## src/rtl/miss_arb_pkg.sv

```systemverilog
package miss_arb_pkg;

  typedef enum logic {
    POOL_FETCH = 1'b0,
    POOL_PREF  = 1'b1
  } pool_e;

  // width of an index able to address n entries
  function automatic int idx_w(input int n);
    return (n > 1) ? $clog2(n) : 1;
  endfunction

  function automatic int max_i(input int a, input int b);
    return (a > b) ? a : b;
  endfunction

endpackage

```

## src/rtl/miss_pend_flags.sv

```systemverilog
module miss_pend_flags #(
  parameter int N = 4
) (
  input  logic         clk,
  input  logic         rst_n,
  input  logic [N-1:0] set_i,
  input  logic [N-1:0] clr_i,
  output logic [N-1:0] pend_o
);

  // one flag per entry; a set in the same cycle as a clear wins
  for (genvar g = 0; g < N; g++) begin : g_flag
    logic flag_q;
    always_ff @(posedge clk) begin
      if (!rst_n)         flag_q <= 1'b0;
      else if (set_i[g])  flag_q <= 1'b1;
      else if (clr_i[g])  flag_q <= 1'b0;
    end
    assign pend_o[g] = flag_q;
  end

endmodule

```

## src/rtl/miss_low_picker.sv

```systemverilog
module miss_low_picker #(
  parameter int N = 4,
  parameter int W = 2
) (
  input  logic [N-1:0] req_i,
  output logic         any_o,
  output logic [W-1:0] idx_o
);

  always_comb begin
    idx_o = '0;
    for (int i = N - 1; i >= 0; i--) begin
      if (req_i[i]) idx_o = W'(i);
    end
  end

  assign any_o = |req_i;

endmodule

```

## src/rtl/miss_order_fifo.sv

```systemverilog
module miss_order_fifo #(
  parameter int DEPTH = 10,
  parameter int W     = 4,
  localparam int PTRW = miss_arb_pkg::idx_w(DEPTH),
  localparam int CNTW = $clog2(DEPTH + 1)
) (
  input  logic         clk,
  input  logic         rst_n,
  input  logic         push_i,
  input  logic [W-1:0] push_data_i,
  input  logic         pop_i,
  output logic         nonempty_o,
  output logic [W-1:0] head_o
);

  logic [W-1:0]    mem_q [DEPTH];
  logic [PTRW-1:0] wr_q, rd_q;
  logic [CNTW-1:0] cnt_q;

  function automatic logic [PTRW-1:0] ptr_next(input logic [PTRW-1:0] p);
    return (p == PTRW'(DEPTH - 1)) ? '0 : p + 1'b1;
  endfunction

  always_ff @(posedge clk) begin
    if (push_i) mem_q[wr_q] <= push_data_i;
  end

  always_ff @(posedge clk) begin
    if (!rst_n) begin
      wr_q  <= '0;
      rd_q  <= '0;
      cnt_q <= '0;
    end else begin
      if (push_i) wr_q <= ptr_next(wr_q);
      if (pop_i)  rd_q <= ptr_next(rd_q);
      case ({push_i, pop_i})
        2'b10:   cnt_q <= cnt_q + 1'b1;
        2'b01:   cnt_q <= cnt_q - 1'b1;
        default: cnt_q <= cnt_q;
      endcase
    end
  end

  assign nonempty_o = (cnt_q != '0);
  assign head_o     = mem_q[rd_q];

  // a net push into a full FIFO must never occur (depth equals entry count)
  assert_no_overflow_R10: assert property (@(posedge clk) disable iff (!rst_n)
    (push_i && !pop_i) |-> (cnt_q < CNTW'(DEPTH)));

  // popping is only legal with an entry at the head
  assert_no_underflow_R5: assert property (@(posedge clk) disable iff (!rst_n)
    pop_i |-> (cnt_q != '0));

endmodule

```

## src/rtl/miss_issue_arb.sv

```systemverilog
module miss_issue_arb #(
  parameter int NF = 4,
  parameter int NP = 10,
  localparam int FW  = miss_arb_pkg::idx_w(NF),
  localparam int PW  = miss_arb_pkg::idx_w(NP),
  localparam int IXW = miss_arb_pkg::max_i(FW, PW),
  localparam int IDW = miss_arb_pkg::idx_w(NF + NP)
) (
  input  logic           clk,
  input  logic           rst_n,
  input  logic [NF-1:0]  fetch_set,
  input  logic           pf_enq_valid,
  input  logic [PW-1:0]  pf_enq_idx,
  input  logic           bus_idle,
  output logic           acq_valid,
  input  logic           acq_ready,
  output logic [IDW-1:0] acq_id,
  output logic           grant_pool,
  output logic [IXW-1:0] grant_idx
);

  import miss_arb_pkg::*;

  function automatic logic [IDW-1:0] form_id(input logic pool, input logic [IXW-1:0] idx);
    return pool ? (IDW'(NF) + IDW'(idx)) : IDW'(idx);
  endfunction

  // ---- handshake events (named for the assertions) ----
  logic hs_fire, fetch_done, pf_done;
  assign hs_fire    = acq_valid & acq_ready;
  assign fetch_done = hs_fire & (grant_pool == POOL_FETCH);
  assign pf_done    = hs_fire & (grant_pool == POOL_PREF);

  // ---- fetch pool ----
  logic [NF-1:0] fetch_pend, fetch_clr;
  logic          f_any;
  logic [FW-1:0] f_idx;

  assign fetch_clr = fetch_done ? (NF'(1) << grant_idx) : '0;

  miss_pend_flags #(.N(NF)) u_fetch_flags (
    .clk(clk), .rst_n(rst_n), .set_i(fetch_set), .clr_i(fetch_clr), .pend_o(fetch_pend)
  );

  miss_low_picker #(.N(NF), .W(FW)) u_fetch_pick (
    .req_i(fetch_pend), .any_o(f_any), .idx_o(f_idx)
  );

  // ---- prefetch pool ----
  logic [NP-1:0] pf_pend, pf_set, pf_clr;
  logic          enq_in_range, pf_same_as_done, pf_dup, pf_push;
  logic          pf_any;
  logic [PW-1:0] pf_head;

  assign enq_in_range    = pf_enq_valid & (pf_enq_idx < PW'(NP));
  assign pf_same_as_done = pf_done & (grant_idx == IXW'(pf_enq_idx));
  assign pf_dup          = enq_in_range & pf_pend[pf_enq_idx] & ~pf_same_as_done;
  assign pf_push         = enq_in_range & ~pf_dup;
  assign pf_set          = pf_push ? (NP'(1) << pf_enq_idx) : '0;
  assign pf_clr          = pf_done ? (NP'(1) << grant_idx) : '0;

  miss_pend_flags #(.N(NP)) u_pf_flags (
    .clk(clk), .rst_n(rst_n), .set_i(pf_set), .clr_i(pf_clr), .pend_o(pf_pend)
  );

  miss_order_fifo #(.DEPTH(NP), .W(PW)) u_pf_order (
    .clk(clk), .rst_n(rst_n),
    .push_i(pf_push), .push_data_i(pf_enq_idx),
    .pop_i(pf_done),
    .nonempty_o(pf_any), .head_o(pf_head)
  );

  // ---- selection ----
  logic           launch, sel_pool;
  logic [IXW-1:0] sel_idx;

  assign launch   = ~acq_valid & bus_idle & (f_any | pf_any);
  assign sel_pool = f_any ? POOL_FETCH : POOL_PREF;
  assign sel_idx  = f_any ? IXW'(f_idx) : IXW'(pf_head);

  // ---- acquire stage, held until accepted ----
  always_ff @(posedge clk) begin
    if (!rst_n) begin
      acq_valid  <= 1'b0;
      acq_id     <= '0;
      grant_pool <= POOL_FETCH;
      grant_idx  <= '0;
    end else if (launch) begin
      acq_valid  <= 1'b1;
      acq_id     <= form_id(sel_pool, sel_idx);
      grant_pool <= sel_pool;
      grant_idx  <= sel_idx;
    end else if (hs_fire) begin
      acq_valid  <= 1'b0;
    end
  end

  // ---- assertions ----
  logic [NF-1:0] lower_mask;
  assign lower_mask = (NF'(1) << grant_idx) - NF'(1);

  assert_launch_idle_R2: assert property (@(posedge clk) disable iff (!rst_n)
    $rose(acq_valid) |-> $past(bus_idle));

  assert_fetch_first_R3: assert property (@(posedge clk) disable iff (!rst_n)
    ($rose(acq_valid) && grant_pool) |-> ($past(fetch_pend) == '0));

  assert_lowest_fetch_R4: assert property (@(posedge clk) disable iff (!rst_n)
    ($rose(acq_valid) && !grant_pool) |-> (($past(fetch_pend) & lower_mask) == '0));

  assert_hold_R6: assert property (@(posedge clk) disable iff (!rst_n)
    (acq_valid && !acq_ready) |=> (acq_valid && $stable(acq_id) && $stable(grant_idx)
                                   && $stable(grant_pool)));

  assert_granted_marked_R8: assert property (@(posedge clk) disable iff (!rst_n)
    $rose(acq_valid) |-> (grant_pool ? pf_pend[grant_idx] : fetch_pend[grant_idx]));

endmodule

```

## config.mk

```make
export PLATFORM = sky130hd
export DESIGN_NAME = miss_issue_arb
export DESIGN_NICKNAME = d
export VERILOG_FILES = /design/src/rtl/miss_arb_pkg.sv /design/src/rtl/miss_pend_flags.sv /design/src/rtl/miss_low_picker.sv /design/src/rtl/miss_order_fifo.sv /design/src/rtl/miss_issue_arb.sv
export SDC_FILE = /design/constraint.sdc
export NUM_CORES = 1
export LEC_CHECK = 0
export BUFFER_PORTS_ARGS = -buffer_cell sky130_fd_sc_hd__buf_2
export CAP_MARGIN = 10
export CORE_MARGIN = 10
export CORE_UTILIZATION = 50
export CTS_CLUSTER_SIZE = 24
export DETAILED_ROUTE_END_ITERATION = 8
export HOLD_SLACK_MARGIN = 0.15
export PLACE_DENSITY = 0.74
export SYNTH_ARGS = -nofsm -noshare
export SYNTH_HDL_FRONTEND = slang
export SYNTH_SLANG_ARGS = --single-unit
```

## constraint.sdc

```tcl
create_clock -name clk -period 3.5 [get_ports clk]
set_input_delay 0.7 -clock clk [delete_from_list [all_inputs] [get_ports clk]]
set_output_delay 0.7 -clock clk [all_outputs]
set_load 0.01 [all_outputs]
```

==> results.py <==
metrics = {
    "routing": {
        "num_vias": 2444,
        "wl_per_cell_um": 17.05,
        "drcViolationCount": 0,
        "wl_um": 7401,
        "viasPerCell": 5.631,
        "dr.first_iter.drc_count": 135,
        "first_pass_iters": 4,
        "ant_nets": 0,
    },
    "sta": {
        "post-route-period-util_pct": 90.34,
        "maxSlewHeadroom_pct": 50.70,
        "min_period_ns": 3.162,
        "tightestPinTransition_ns": 0.7387,
        "rsz0062_at_grt": "false",
        "hold_viol": 0,
        "fmaxAchievable_mhz": 316.3,
        "drv_slew": 0,
        "setup_violations": 0,
        "tns_ns": 0,
        "skew_ns": 0.008583,
    },
    "layout": {
        "fillers": 581,
        "drive_gt1_share_pct": 20.71,
        "design_area_um2": 3938,
        "areaGrowthSynthToFinish_pct": 13.04,
        "nNetsFinal": 349,
        "num_antenna_cells": 0,
    },
    "setup_path": {
        "cp-end-kind": "flip-flop",
        "cp_cell_sequence": "buf_2 -> mux2_2 -> a222oi_1 -> a22o_2 -> nand2_2 -> ha_1 -> xor2_1 -> ha_1 -> a21oi_1 -> xor2_1 -> or3_1 -> a21oi_1",
        "worst-endpoint-required_ns": 3.78,
        "arrival_ns": 3.44,
        "crit_path_max_incr_delay_ns": 0.50,
        "cp_num_buf_inv": 1,
        "worst-path-max-fanout": 10,
        "crit_family": "compound AO/OA/AOI/OAI gates",
        "crit_type": "primary input to flip-flop",
        "crit_slowest_cell": "a222oi_1",
        "start_kind": "primary input",
    },
    "yosys": {
        "synth_top_area_share_pct": 34.48,
        "synth.area.top_cells": "edfxtp_1, dfxtp_1, mux4_2",
        "synthCells": 306,
        "syn_area_per_cell_um2": 11.38,
        "ys_seq_area_share_pct": 56.32,
        "yosysTopAreaCell": "edfxtp_1",
        "yosys.cell_count.top_type": "edfxtp_1",
        "yosys_warnings": 0,
        "yosys-top-cells-count": "edfxtp_1, dfxtp_1, nand2_1, o21ai_0, a21oi_1",
        "synthFlopType": "edfxtp_1",
        "synth-seq-cells": 78,
        "syn_nets": 322,
        "synth_edf_count": 40,
        "synth_area_um2": 3483,
        "synthArstFlopShare_pct": 0,
        "synth_cell_type_count": 49,
    },
    "floorplanning": {
        "core_area_um2": 6794,
        "die_area_um2": 10710,
        "die_w_um": 103.5,
        "ios": 23,
        "dieHeight_um": 103.5,
        "start_util_pct": 51.27,
        "rows": 30,
    },
    "clocking": {
        "clockBufferDepth": 2,
        "cts_resized": 0,
        "cts_tree": "built",
        "cts.sinks": 78,
        "clock_latency_ns": 0.35,
        "cts_setup_buffers": 0,
        "root_buffer": "clkbuf_8",
        "clk_pin_slew_ns": 0.08,
        "htree_levels": 3,
        "cts_buffers": 9,
        "cts_hold_buffers": 0,
    },
    "global_routing": {
        "grt_pass1_wl_um": 11750,
        "grt_overflow": 0,
        "antenna_found_initial": 0,
        "grt_pass1_vias": 2408,
        "grt_max_degree": 23,
        "grt_use_total_pct": 14.50,
    },
    "place": {
        "place_area_um2": 3722,
        "gp_congestion": 0.8581,
        "portBuffers": 22,
        "dp_hpwl_um": 5191,
    },
    "run_status": {
        "status": "complete, no violations",
    },
    "job": {
        "maxCapViolations": 0,
    },
    "power": {
        "powerDensity_nw_per_um2": 461.2,
        "leakagePower_uw": 0.001439,
        "max-vdd-ir-drop_v": 0.0002572,
    },
    "min_path": {
        "hp-class": "flip-flop to flip-flop",
    },
}
## final timing paths
path | start | end | slack (ns) | cells past startpoint
worst min-delay path | acq_id[3]$_SDFFE_PN0P_ | acq_id[3]$_SDFFE_PN0P_ | 0.47 | 2
worst min register to register | acq_id[3]$_SDFFE_PN0P_ | acq_id[3]$_SDFFE_PN0P_ | 0.47 | 2
worst max-delay path | pf_enq_idx[0] | u_pf_order.cnt_q[2]$_SDFFE_PN0P_ | 0.34 | 12
worst max register to register | u_pf_flags.g_flag[5].flag_q$_SDFFE_PN0P_ | u_pf_order.cnt_q[2]$_SDFFE_PN0P_ | 0.64 | 11
## routing by layer
| layer | wire (um) | global-route usage (%) |
|---|---|---|
| met1 | 3113 | 17.50 |
| met2 | 3759 | 24.32 |
| met3 | 368 | 3.654 |
| met4 | 159 | 5.668 |
| met5 | 0 | 0 |
## registers in the layout, indices dropped and copies added (netlist names), named ones only
register                     cells
u_fetch_flags.g_flag.flag_q      4
grant_pool                       1
u_pf_order.rd_q                  4
u_pf_flags.g_flag.flag_q        10
acq_valid                        1
u_pf_order.wr_q                  4
u_pf_order.cnt_q                 4
grant_idx                        2
acq_id                           4
u_pf_order.mem_q                40
## where the power goes
group | switching (uW) | leakage (uW) | internal (uW)
sequential | 17.0 | 0.000670 | 977
clock | 316 | 0.000113 | 381
combinational | 74.5 | 0.000657 | 50.3
total | 407 | 0.00144 | 1410
## cells by family (layout without fill, tap and decap cells)
kind of cell,count (synthesis),after routing,share of synthesized area (%)
simple gates,101,101,15.41
fa+ha+maj,3,3,1.078
mux,22,22,9.986
xor+xnor,10,10,2.515
compound gates,64,64,11.17
flops,78,78,56.32
buf+inv,28,60,3.520
## cells in the final DEF, fill, tap and decap left out, drive strengths merged, types with 2 or more instances in the layout
cell type | netlist | routed
mux4 | 9 | 9
inv | 9 | 9
nor3 | 8 | 8
a21oi | 20 | 20
o22ai | 3 | 3
nand2b | 6 | 6
xnor2 | 2 | 2
and3b | 2 | 2
clkbuf | 14 | 14
buf | 5 | 35
or3 | 5 | 5
nand4b | 2 | 2
or4 | 4 | 4
nand4 | 2 | 2
nand2 | 22 | 22
o311ai | 3 | 3
dfxtp | 38 | 38
a22oi | 2 | 2
o41ai | 2 | 2
nor3b | 2 | 2
a21bo | 2 | 2
mux2 | 6 | 6
o21ai | 21 | 21
nor2 | 18 | 18
edfxtp | 40 | 40
nor4 | 8 | 8
mux2i | 7 | 7
o211ai | 4 | 4
nor2b | 7 | 7
nand3 | 6 | 6
and2 | 3 | 3
or2 | 2 | 2
ha | 3 | 3
and3 | 2 | 2
xor2 | 8 | 8
clkinv | 0 | 2
## metrics by stage
stage          setup WS (ns)  total power (uW)  util [%]  instances  hold WS, ns
4_1_cts               0.3813              1822     57.96        434       0.4675
2_1_floorplan         0.3279              1093         -        306       0.4400
3_5_place_dp          0.1003              1138     54.79        418       0.4552
5_1_grt               0.2561              1875     57.96        434       0.4954
6_report              0.3382              1816     57.96        434       0.4652
3_3_place_gp          0.1586              1136     54.79        418       0.4442
## area by class of cell
cell class / instances / area (um^2) / share of cell area, %
flip-flops and latches: 78 / 1962 / 49.83
multi-input cells: 200 / 1399 / 35.53
repair buffers: 35 / 207.7 / 5.275
clock buffers: 14 / 205.2 / 5.211
well taps: 96 / 120.1 / 3.051
inverters: 9 / 33.78 / 0.8580
clock inverters: 2 / 10.01 / 0.2542
## worst reg2reg max path, cell delays in order (launching register included)
cell,delay (ns)
dfxtp_1,0.33
mux2_4,0.26
a222oi_1,0.52
a22o_2,0.32
nand2_2,0.08
ha_1,0.25
xor2_1,0.16
ha_1,0.18
a21oi_1,0.15
xor2_1,0.10
or3_1,0.31
a21oi_1,0.14
No activity file was read; power rests on OpenSTA's default activity.
